## src/rtl/irq_arb_pkg.sv

```systemverilog
package irq_arb_pkg;

    typedef enum logic [1:0] {
        CFG_PRIO   = 2'd0,
        CFG_THRESH = 2'd1,
        CFG_ENABLE = 2'd2,
        CFG_NONE   = 2'd3
    } cfg_sel_e;

    localparam int unsigned WORD_BITS = 32;

    function automatic int unsigned words_for(input int unsigned n);
        return (n + WORD_BITS - 1) / WORD_BITS;
    endfunction

endpackage

```

## src/rtl/irq_cfg_regs.sv

```systemverilog
module irq_cfg_regs
    import irq_arb_pkg::*;
#(
    parameter int NSRC   = 40,
    parameter int NCTX   = 2,
    parameter int PRIO_W = 3,
    parameter int ID_W   = 6,
    parameter int CTX_W  = 1
) (
    input  logic                   clk,
    input  logic                   rst,
    input  logic                   we_i,
    input  cfg_sel_e               sel_i,
    input  logic [CTX_W-1:0]       ctx_i,
    input  logic [ID_W-1:0]        idx_i,
    input  logic [31:0]            data_i,
    output logic [NSRC*PRIO_W-1:0] prio_o,
    output logic [NCTX*PRIO_W-1:0] thr_o,
    output logic [NCTX*NSRC-1:0]   en_o
);

    always_ff @(posedge clk) begin
        if (rst) begin
            prio_o <= '0;
            thr_o  <= '0;
            en_o   <= '0;
        end else if (we_i) begin
            case (sel_i)
                CFG_PRIO: begin
                    for (int k = 0; k < NSRC; k++) begin
                        if (int'(idx_i) == k) prio_o[k*PRIO_W +: PRIO_W] <= data_i[PRIO_W-1:0];
                    end
                end
                CFG_THRESH: begin
                    for (int c = 0; c < NCTX; c++) begin
                        if (int'(ctx_i) == c) thr_o[c*PRIO_W +: PRIO_W] <= data_i[PRIO_W-1:0];
                    end
                end
                CFG_ENABLE: begin
                    for (int c = 0; c < NCTX; c++) begin
                        for (int k = 0; k < NSRC; k++) begin
                            if (int'(ctx_i) == c && int'(idx_i) == k / WORD_BITS)
                                en_o[c*NSRC + k] <= data_i[k % WORD_BITS];
                        end
                    end
                end
                default: ;
            endcase
        end
    end

endmodule

```

## src/rtl/irq_src_state.sv

```systemverilog
module irq_src_state #(
    parameter int NSRC = 40
) (
    input  logic            clk,
    input  logic            rst,
    input  logic [NSRC-1:0] src_i,
    input  logic [NSRC-1:0] claim_mask_i,
    input  logic [NSRC-1:0] cmpl_mask_i,
    output logic [NSRC-1:0] pending_q,
    output logic [NSRC-1:0] claimed_q
);

    logic [NSRC-1:0] pending_d;

    always_comb begin
        pending_d    = src_i & ~claim_mask_i;
        pending_d[0] = 1'b0;
    end

    always_ff @(posedge clk) begin
        if (rst) begin
            pending_q <= '0;
            claimed_q <= '0;
        end else begin
            pending_q <= pending_d;
            claimed_q <= (claimed_q & ~cmpl_mask_i) | claim_mask_i;
        end
    end


    claim_sets_chk: assert property (@(posedge clk) disable iff (rst)
        (claim_mask_i != '0) |=> ((claimed_q & $past(claim_mask_i)) == $past(claim_mask_i)));


    claimed_hold_chk: assert property (@(posedge clk) disable iff (rst)
        (claim_mask_i == '0 && cmpl_mask_i == '0) |=> $stable(claimed_q));

endmodule

```

## src/rtl/irq_ctx_arb.sv

```systemverilog
module irq_ctx_arb #(
    parameter int NSRC   = 40,
    parameter int PRIO_W = 3,
    parameter int ID_W   = 6
) (
    input  logic                   clk,
    input  logic                   rst,
    input  logic [NSRC*PRIO_W-1:0] prio_i,
    input  logic [PRIO_W-1:0]      thr_i,
    input  logic [NSRC-1:0]        en_i,
    input  logic [NSRC-1:0]        pending_i,
    input  logic [NSRC-1:0]        claimed_i,
    output logic [ID_W-1:0]        best_q,
    output logic                   irq_q
);

    logic [NSRC-1:0]   cand;
    logic [ID_W-1:0]   best_d;
    logic [PRIO_W-1:0] best_p;

    assign cand = pending_i & ~claimed_i & en_i;

    // Strict comparison: a later source replaces only on a higher priority.
    always_comb begin
        best_d = '0;
        best_p = thr_i;
        for (int k = 1; k < NSRC; k++) begin
            if (cand[k] && prio_i[k*PRIO_W +: PRIO_W] > best_p) begin
                best_p = prio_i[k*PRIO_W +: PRIO_W];
                best_d = ID_W'(k);
            end
        end
    end

    always_ff @(posedge clk) begin
        if (rst) begin
            best_q <= '0;
            irq_q  <= 1'b0;
        end else begin
            best_q <= best_d;
            irq_q  <= (best_d != '0);
        end
    end


    always_ff @(posedge clk) begin
        if (!rst && best_d != '0)
            win_above_thr_chk: assert (prio_i[int'(best_d)*PRIO_W +: PRIO_W] > thr_i);
    end


    irq_rise_chk: assert property (@(posedge clk) disable iff (rst)
        (best_d != '0) |=> (irq_q && best_q != '0));


    irq_idle_chk: assert property (@(posedge clk) disable iff (rst)
        (best_d == '0) |=> (!irq_q && best_q == '0));


    reset_quiet_chk: assert property (@(posedge clk)
        rst |=> !irq_q);

endmodule

```

## src/rtl/irq_claim_grant.sv

```systemverilog
module irq_claim_grant #(
    parameter int NSRC = 40,
    parameter int NCTX = 2,
    parameter int ID_W = 6
) (
    input  logic                 rst,
    input  logic [NCTX*ID_W-1:0] best_i,
    input  logic [NSRC-1:0]      claimed_i,
    input  logic [NCTX-1:0]      claim_i,
    input  logic [NCTX-1:0]      cmpl_i,
    input  logic [NCTX*ID_W-1:0] cmpl_id_i,
    output logic [NCTX*ID_W-1:0] grant_o,
    output logic [NSRC-1:0]      claim_mask_o,
    output logic [NSRC-1:0]      cmpl_mask_o
);

    // Contexts are visited in index order, so the lowest one wins a shared source.
    always_comb begin
        logic [ID_W-1:0] id;
        logic [ID_W-1:0] cid;
        grant_o      = '0;
        claim_mask_o = '0;
        cmpl_mask_o  = '0;
        for (int c = 0; c < NCTX; c++) begin
            id  = best_i[c*ID_W +: ID_W];
            cid = cmpl_id_i[c*ID_W +: ID_W];
            if (claim_i[c] && id != '0 && int'(id) < NSRC) begin
                if (!claimed_i[id] && !claim_mask_o[id]) begin
                    grant_o[c*ID_W +: ID_W] = id;
                    claim_mask_o[id]        = 1'b1;
                end
            end
            if (cmpl_i[c] && int'(cid) < NSRC)
                cmpl_mask_o[cid] = 1'b1;
        end
    end


    always_comb begin
        if (!rst) begin
            for (int a = 0; a < NCTX; a++) begin
                for (int b = a + 1; b < NCTX; b++) begin
                    if (grant_o[a*ID_W +: ID_W] != '0)
                        grant_unique_chk: assert (grant_o[a*ID_W +: ID_W] != grant_o[b*ID_W +: ID_W]);
                end
            end
        end
    end

endmodule

```

## src/rtl/irq_claim_core.sv

```systemverilog
module irq_claim_core
    import irq_arb_pkg::*;
#(
    parameter  int NSRC   = 40,
    parameter  int NCTX   = 2,
    parameter  int PRIO_W = 3,
    localparam int ID_W   = $clog2(NSRC),
    localparam int CTX_W  = (NCTX > 1) ? $clog2(NCTX) : 1
) (
    input  logic                 clk,
    input  logic                 rst,
    input  logic [NSRC-1:0]      src_i,
    input  logic                 cfg_we_i,
    input  logic [1:0]           cfg_sel_i,
    input  logic [CTX_W-1:0]     cfg_ctx_i,
    input  logic [ID_W-1:0]      cfg_idx_i,
    input  logic [31:0]          cfg_data_i,
    input  logic [NCTX-1:0]      claim_i,
    input  logic [NCTX-1:0]      cmpl_i,
    input  logic [NCTX*ID_W-1:0] cmpl_id_i,
    output logic [NCTX-1:0]      irq_o,
    output logic [NCTX*ID_W-1:0] best_id_o,
    output logic [NCTX*ID_W-1:0] claim_id_o
);

    localparam int NWORDS = int'(words_for(NSRC));

    logic [NSRC*PRIO_W-1:0] prio;
    logic [NCTX*PRIO_W-1:0] thr;
    logic [NCTX*NSRC-1:0]   en;
    logic [NSRC-1:0]        pending;
    logic [NSRC-1:0]        claimed;
    logic [NSRC-1:0]        claim_mask;
    logic [NSRC-1:0]        cmpl_mask;

    initial begin
        if (NWORDS > (1 << ID_W)) $error("enable word index does not fit cfg_idx_i");
    end

    irq_cfg_regs #(
        .NSRC(NSRC), .NCTX(NCTX), .PRIO_W(PRIO_W), .ID_W(ID_W), .CTX_W(CTX_W)
    ) u_cfg (
        .clk(clk), .rst(rst), .we_i(cfg_we_i), .sel_i(cfg_sel_e'(cfg_sel_i)),
        .ctx_i(cfg_ctx_i), .idx_i(cfg_idx_i), .data_i(cfg_data_i),
        .prio_o(prio), .thr_o(thr), .en_o(en)
    );

    irq_src_state #(.NSRC(NSRC)) u_state (
        .clk(clk), .rst(rst), .src_i(src_i),
        .claim_mask_i(claim_mask), .cmpl_mask_i(cmpl_mask),
        .pending_q(pending), .claimed_q(claimed)
    );

    for (genvar c = 0; c < NCTX; c++) begin : g_ctx
        irq_ctx_arb #(.NSRC(NSRC), .PRIO_W(PRIO_W), .ID_W(ID_W)) u_arb (
            .clk(clk), .rst(rst), .prio_i(prio),
            .thr_i(thr[c*PRIO_W +: PRIO_W]), .en_i(en[c*NSRC +: NSRC]),
            .pending_i(pending), .claimed_i(claimed),
            .best_q(best_id_o[c*ID_W +: ID_W]), .irq_q(irq_o[c])
        );
    end

    irq_claim_grant #(.NSRC(NSRC), .NCTX(NCTX), .ID_W(ID_W)) u_grant (
        .rst(rst), .best_i(best_id_o), .claimed_i(claimed),
        .claim_i(claim_i), .cmpl_i(cmpl_i), .cmpl_id_i(cmpl_id_i),
        .grant_o(claim_id_o), .claim_mask_o(claim_mask), .cmpl_mask_o(cmpl_mask)
    );

endmodule

```

## config.mk

```make
export PLATFORM = sky130hd
export DESIGN_NAME = irq_claim_core
export DESIGN_NICKNAME = d
export VERILOG_FILES = /design/src/rtl/irq_arb_pkg.sv /design/src/rtl/irq_cfg_regs.sv /design/src/rtl/irq_src_state.sv /design/src/rtl/irq_ctx_arb.sv /design/src/rtl/irq_claim_grant.sv /design/src/rtl/irq_claim_core.sv
export SDC_FILE = /design/constraint.sdc
export NUM_CORES = 1
export LEC_CHECK = 0
export ABC_AREA = 1
export ABC_CLOCK_PERIOD_IN_PS = 45100
export CELL_PAD_IN_SITES_DETAIL_PLACEMENT = 0
export CELL_PAD_IN_SITES_GLOBAL_PLACEMENT = 1
export CORE_UTILIZATION = 40
export DETAILED_ROUTE_END_ITERATION = 6
export GPL_TIMING_DRIVEN = 0
export MAX_ROUTING_LAYER = met4
export PLACE_DENSITY = 0.82
export SLEW_MARGIN = 30
export SYNTH_ARGS = -nofsm -noshare
export SYNTH_HDL_FRONTEND = slang
export SYNTH_SLANG_ARGS = --single-unit
```

## constraint.sdc

```tcl
create_clock -name clk -period 45.1 [get_ports clk]
set_clock_uncertainty 0.05 [all_clocks]
set_input_delay 9.02 -clock clk [delete_from_list [all_inputs] [get_ports clk]]
set_output_delay 9.02 -clock clk [all_outputs]
set_load 0.005 [all_outputs]
```

==> results.json, run 1 <==
{
  "layout_commonest_cell": "nand2_1",
  "placementRows": 84,
  "setup_violations": 0,
  "htree_levels": 2,
  "cp_common_cell": "nand2_2",
  "cts_setup_buffers": 0,
  "dp_hpwl_um": 69200,
  "vias_per_cell": 5.43,
  "outcome": "finished, final reports clean",
  "syn-cell-area_um2": 21600,
  "n_fill_cell": 5728,
  "drive_above_1_share": 0.132,
  "clkSlewWorstSetupHoldPaths_ns": 0.06,
  "clk_path_buf_depth": 3,
  "wl_um": 85500,
  "dieArea_um2": 55000,
  "cp-start-kind": "flop",
  "grt_pass1_vias": 21400,
  "cp.required_ns": 45.48,
  "clk_latency_ns": 0.57,
  "yosysUniqueCellTypes": 65,
  "cts_made_buffers": 38,
  "gr-total-overflow": 0,
  "max_stage_delay_ns": 0.37,
  "cts_tree": "yes",
  "final_cell_mix": "479 x nand2_1, 455 x inv_1, 443 x nor2_1, 404 x o21ai_0, 294 x dfxtp_1",
  "drc": 0,
  "vias": 23100,
  "synth_edf_count": 0,
  "seq_area_um2": 5890,
  "hold_ws_ns": 0.407,
  "ctsRootBufferMaster": "clkbuf_16",
  "critPathArrivalTime_ns": 41.41,
  "antenna_found_initial": 2,
  "place.gp.congestion": 0.996,
  "grt_pass1_wl_um": 128000,
  "core-area_um2": 53000,
  "first_iter_violations": 2126,
  "fin_nets": 3735,
  "ys_warn_count": 0,
  "power.density_nw_per_um2": 25.9,
  "die_h_um": 235,
  "io_pins": 126,
  "fin_crit_sh": 0.910,
  "critPathKind": "reg -> reg",
  "worstHoldPathType": "reg -> reg",
  "slew_headroom": 0.276,
  "cts_sinks": 294,
  "hold_viol": 0,
  "synth-async-reset-ratio": 0,
  "synth_seq_cells": 294,
  "antenna_left": 0,
  "synth_fp_nets": 3573,
  "initial_core_util": 0.408,
  "track_usage": 0.318,
  "cp_slowest_cell": "o32a_2",
  "worstMarginPinSlew_ns": 1.08,
  "avgSynthCellArea_um2": 6.40,
  "vdd_drop_max_mv": 0.0225,
  "clock.fmax_mhz": 24.4,
  "drv_cap": 0,
  "area_growth_pct": 15.9,
  "multi_input_area_um2": 13600,
  "cp-end-kind": "flop",
  "diodes": 0,
  "netlist_instances": 3383,
  "synth_top_flop_cell": "dfxtp_1",
  "grt_max_degree": 14,
  "wl_per_cell_um": 20.1,
  "period_minus_slack_ns": 41.03,
  "io_buffers": 121,
  "cp_max_fo": 10,
  "finalMaxSlewViolations": 0,
  "seq_area_frac_synth": 0.272,
  "p_leak_nw": 10.8,
  "first_pass_iters": 6,
  "tns_ns": 0,
  "grt_setup_unrepaired": "false",
  "fp.dieW_um": 235
}
-- repair_timing --
item / in CTS / in global routing
hold buffers: 0 / 0
setup endpoints to repair: 0 / 14
endpoints found under the hold margin: 0 / 0
resized for setup: 0 / 49
-- flip-flops by register name (all words and copies together) (netlist names) --
| signal | cells |
|---|---|
| u_state.claimed_q | 40 |
| g_ctx.u_arb.best_q | 12 |
| g_ctx.u_arb.irq_q | 2 |
| u_cfg.thr_o | 6 |
| u_cfg.en_o | 78 |
| u_cfg.prio_o | 117 |
| u_state.pending_q | 39 |
-- cells in the mapped netlist (3+ instances only) --
library cell  count  share of area
ha_1             90          0.052
a31o_2            3         0.0012
o2111ai_1         8         0.0032
nand2_1         479          0.083
buf_1             5        0.00087
o22ai_1          37          0.011
a221oi_1         18         0.0073
nand2_4          22          0.011
a31oi_1          14         0.0040
inv_1           455          0.079
inv_2            43         0.0075
dfxtp_1         294           0.27
o311ai_0          4         0.0016
nand4_1           8         0.0023
nor2_2           11         0.0032
a211oi_1         10         0.0035
nor3_1           51          0.012
nor2_1          443          0.077
o41ai_1           6         0.0024
nand3_2          78          0.036
nor4_1            3        0.00087
clkbuf_1         58          0.010
o31ai_1          11         0.0038
nand2_2         192          0.056
a21oi_4           3         0.0023
o21ai_2           3         0.0012
o21ai_0         448           0.10
o211ai_1          4         0.0014
o21a_1            3         0.0010
a21oi_2          25          0.010
a22oi_1           6         0.0021
nand3_4           3         0.0024
clkinv_1         14         0.0024
o21ai_1           8         0.0019
o221ai_1          5         0.0020
a21oi_1         214          0.050
nand3_1         258          0.060
o32ai_1          12         0.0049
-- metal layers --
metal | vias up | routed length (um) | global-route usage | part of all wire
li1 | 11600 | - | - | -
met1 | 10500 | 38600 | 0.421 | 0.45
met2 | 793 | 38200 | 0.498 | 0.45
met3 | 162 | 5340 | 0.0371 | 0.062
met4 | 0 | 3410 | 0.115 | 0.040
met5 | - | 0 | - | 0
-- critical path: cells and delay by family (launching register included) --
kind            cells  cell delay (ns)
compound gates     78            17.41
fa+ha+maj          39            11.33
simple gates      112            10.77
flops               1             0.31
buf+inv            14             0.93
-- metrics by stage --
| step | total power [mW] | utilization | instance area, um^2 | setup slack (ns) | instances |
|---|---|---|---|---|---|
| 2_1_floorplan | 0.304 | - | 21600 | 7.77 | 3383 |
| 3_3_place_gp | 0.329 | 0.448 | 23700 | 1.23 | 4192 |
| 3_5_place_dp | 0.330 | 0.448 | 23700 | 1.07 | 4193 |
| 4_1_cts | 0.652 | 0.472 | 25000 | 0.907 | 4260 |
| 5_1_grt | 0.669 | 0.473 | 25100 | 0.0282 | 4260 |
| 6_report | 0.650 | 0.473 | 25100 | 4.07 | 4260 |
-- worst paths after layout --
kind	startpoint	endpoint	slack, ns	cells after the start
max	u_cfg.thr_o[5]	g_ctx[1].u_arb.irq_q	4.07	243
min	u_cfg.en_o[14]	u_cfg.en_o[14]	0.41	2
max reg2reg	u_cfg.thr_o[5]	g_ctx[1].u_arb.irq_q	4.07	243
min reg2reg	u_cfg.en_o[14]	u_cfg.en_o[14]	0.41	2
-- layout make-up --
class / instances / area share
Buffer: 69 / 0.0117
Timing Repair Buffer: 122 / 0.0486
Clock inverter: 18 / 0.0100
Tap cell: 688 / 0.0343
Inverter: 515 / 0.0778
Sequential cell: 294 / 0.235
Multi-Input combinational cell: 2505 / 0.541
Clock buffer: 49 / 0.0416
-- report_power, final --
| group | internal (mW) | total, mW | switching (mW) |
|---|---|---|---|
| sequential | 0.262 | 0.263 | 0.00130 |
| combinational | 0.0223 | 0.0620 | 0.0397 |
| clock | 0.194 | 0.324 | 0.131 |
| total | 0.478 | 0.650 | 0.172 |
-- kinds of logic after synthesis --
group / synth area share
simple gates: 0.345
compound gates: 0.227
buf+inv: 0.104
flops: 0.272
fa+ha+maj: 0.0520
mux: 0.000925
Power figures use the tool's default switching activity.
==> run 2: changes to the inputs <==
- GPL_ROUTABILITY_DRIVEN: not set -> 0
==> run 2 against run 1 <==
Core utilization is 0.11 points lower. Worst hold slack better by 0.00088 ns. Global-route usage is 1.2 points lower. Critical path type unchanged. Fmax is 0.16% higher. Sequential power hardly changed. Register-to-register slack better by 0.06 ns. Cell area is 0.24% lower. Sequential share of layout area is 0.056 points higher. Largest power group unchanged. Clock power is 5% lower. Largest cell class unchanged. Highest routed layer unchanged. Die area stayed put. Setup slack better by 0.064 ns.
==> results.json, run 2 (same netlist as run 1, synthesis figures left out) <==
{
  "drc": 0,
  "first_iter_violations": 2134,
  "total_power_mw": 0.633,
  "wl_per_cell_um": 19.3,
  "path_depth": 247,
  "r2r_slack_ns": 4.13,
  "fin_crit_sh": 0.908,
  "regMostFlops": "u_cfg.prio_o",
  "power.density_nw_per_um2": 25.3,
  "initial_core_util": 0.408,
  "dp_hpwl_um": 66900,
  "grt_pass1_vias": 21100,
  "area_growth_pct": 15.6,
  "cp_common_cell": "nand2_2",
  "core-area_um2": 53000,
  "cp-start-kind": "flop",
  "r2r-end": "g_ctx[0].u_arb.irq_q",
  "hold_ws_ns": 0.408,
  "vias_per_cell": 5.43,
  "layout_commonest_cell": "nand2_1",
  "final_cell_mix": "479 x nand2_1, 455 x inv_1, 443 x nor2_1, 404 x o21ai_0, 294 x dfxtp_1",
  "fp.dieW_um": 235,
  "ctsRootBufferMaster": "clkbuf_16",
  "hold_end": "u_cfg.en_o[50]",
  "vias": 23100,
  "io_buffers": 121,
  "period_minus_slack_ns": 40.97,
  "cts_made_buffers": 37,
  "cp_max_fo": 10,
  "r2r_cells": 247,
  "setup_violations": 0,
  "n_fill_cell": 5693,
  "crit_start": "u_cfg.thr_o[2]",
  "final_core_util": 0.472,
  "finalMaxSlewViolations": 0,
  "first_pass_iters": 5,
  "worstHoldPathType": "reg -> reg",
  "io_pins": 126,
  "largest_reg_flops": 117,
  "cts_tree": "yes",
  "hold_viol": 0,
  "worstMarginPinSlew_ns": 1.02,
  "cts_sinks": 294,
  "tns_ns": 0,
  "placementRows": 84,
  "whs_path_depth": 2,
  "antenna_found_initial": 2,
  "r2r-start": "u_cfg.thr_o[2]",
  "critPathTopFamily": "compound AO/OA/AOI/OAI gates",
  "vdd_drop_max_mv": 0.0276,
  "clk_path_buf_depth": 3,
  "hold_start": "u_cfg.en_o[50]",
  "slew_headroom": 0.312,
  "dieArea_um2": 55000,
  "cp_slowest_cell": "ha_1",
  "clkSlewWorstSetupHoldPaths_ns": 0.06,
  "die_h_um": 235,
  "wl_um": 82300,
  "outcome": "finished, final reports clean",
  "cp.required_ns": 45.48,
  "p_leak_nw": 10.8,
  "clk_latency_ns": 0.57,
  "track_usage": 0.306,
  "drv_cap": 0,
  "hold_buffers": 0,
  "grt_max_degree": 14,
  "clock.fmax_mhz": 24.4,
  "drive_above_1_share": 0.132,
  "setup_ws_ns": 4.13,
  "grt_pass1_wl_um": 124000,
  "reg_top3": "u_cfg.prio_o (117), u_cfg.en_o (78), u_state.claimed_q (40)",
  "cp-end-kind": "flop",
  "gr-total-overflow": 0,
  "fin_nets": 3734,
  "pre_cts_ws_ns": 1.18,
  "htree_levels": 2,
  "critPathKind": "reg -> reg",
  "critPathBufInv": 12,
  "max_stage_delay_ns": 0.34,
  "antenna_left": 0,
  "critPathArrivalTime_ns": 41.35,
  "cts_setup_buffers": 0
}
run 2: cell count changes in the layout (fill, tap and decap cells not counted), sizes merged:
cell / before / now
diode: 0 / 1
clkinvlp: 4 / 3
bufinv: 6 / 3
clkbuf: 108 / 111
inv: 501 / 499
run 2: stage by stage:
step | area [um^2] | instances
6_report | 25000 | 4258
5_1_grt | 25000 | 4258
4_1_cts | 25000 | 4257
3_5_place_dp | 23700 | 4193
3_3_place_gp | 23700 | 4192
2_1_floorplan | 21600 | 3383
run 2: worst max path at each step:
stage                            to  slack [ns]
2_1_floorplan  g_ctx[0].u_arb.irq_q        7.77
6_report       g_ctx[0].u_arb.irq_q        4.13
5_1_grt        g_ctx[0].u_arb.irq_q       -0.03
3_5_place_dp   g_ctx[0].u_arb.irq_q        1.18
4_1_cts        g_ctx[0].u_arb.irq_q        1.08
3_3_place_gp   g_ctx[0].u_arb.irq_q        1.26
run 2: timing repair:
action,CTS,global route
gates resized for setup,0,51
setup endpoints to repair,0,14
endpoints found under the hold margin,0,0
run 2: metal layers:
metal	GRT usage	up-vias	share of wire
met5	-	-	0
met2	0.478	832	0.44
met3	0.0367	173	0.063
met4	0.114	0	0.042
met1	0.403	10500	0.45
li1	-	11600	-
run 2: area by class of cell:
class,instances,area [um^2],area share
clock inverter,12,125,0.00500
buffer,69,293,0.0117
antenna,1,2.50,0.000100
timing repair buffer,122,1220,0.0487
clock buffer,52,1100,0.0442
sequential,294,5890,0.235
multi-input combinational,2505,13600,0.543
tap,688,861,0.0344
inverter,515,1950,0.0779
run 2: worst reg2reg max path, delay by kind of cell (launching register included):
family	cells	cell delay, ns
AOI/OAI and AO/OA	77	16.19
adders and majority gates	39	11.12
buffers and inverters	12	0.88
DFF	1	0.32
muxes	1	0.26
and+or+nand+nor	118	12.07
run 2: report_power, final:
group | switching [mW] | leakage, nW | internal, mW
logic | 0.0393 | 7.78 | 0.0223
registers | 0.00132 | 2.38 | 0.262
clock network | 0.126 | 0.601 | 0.182
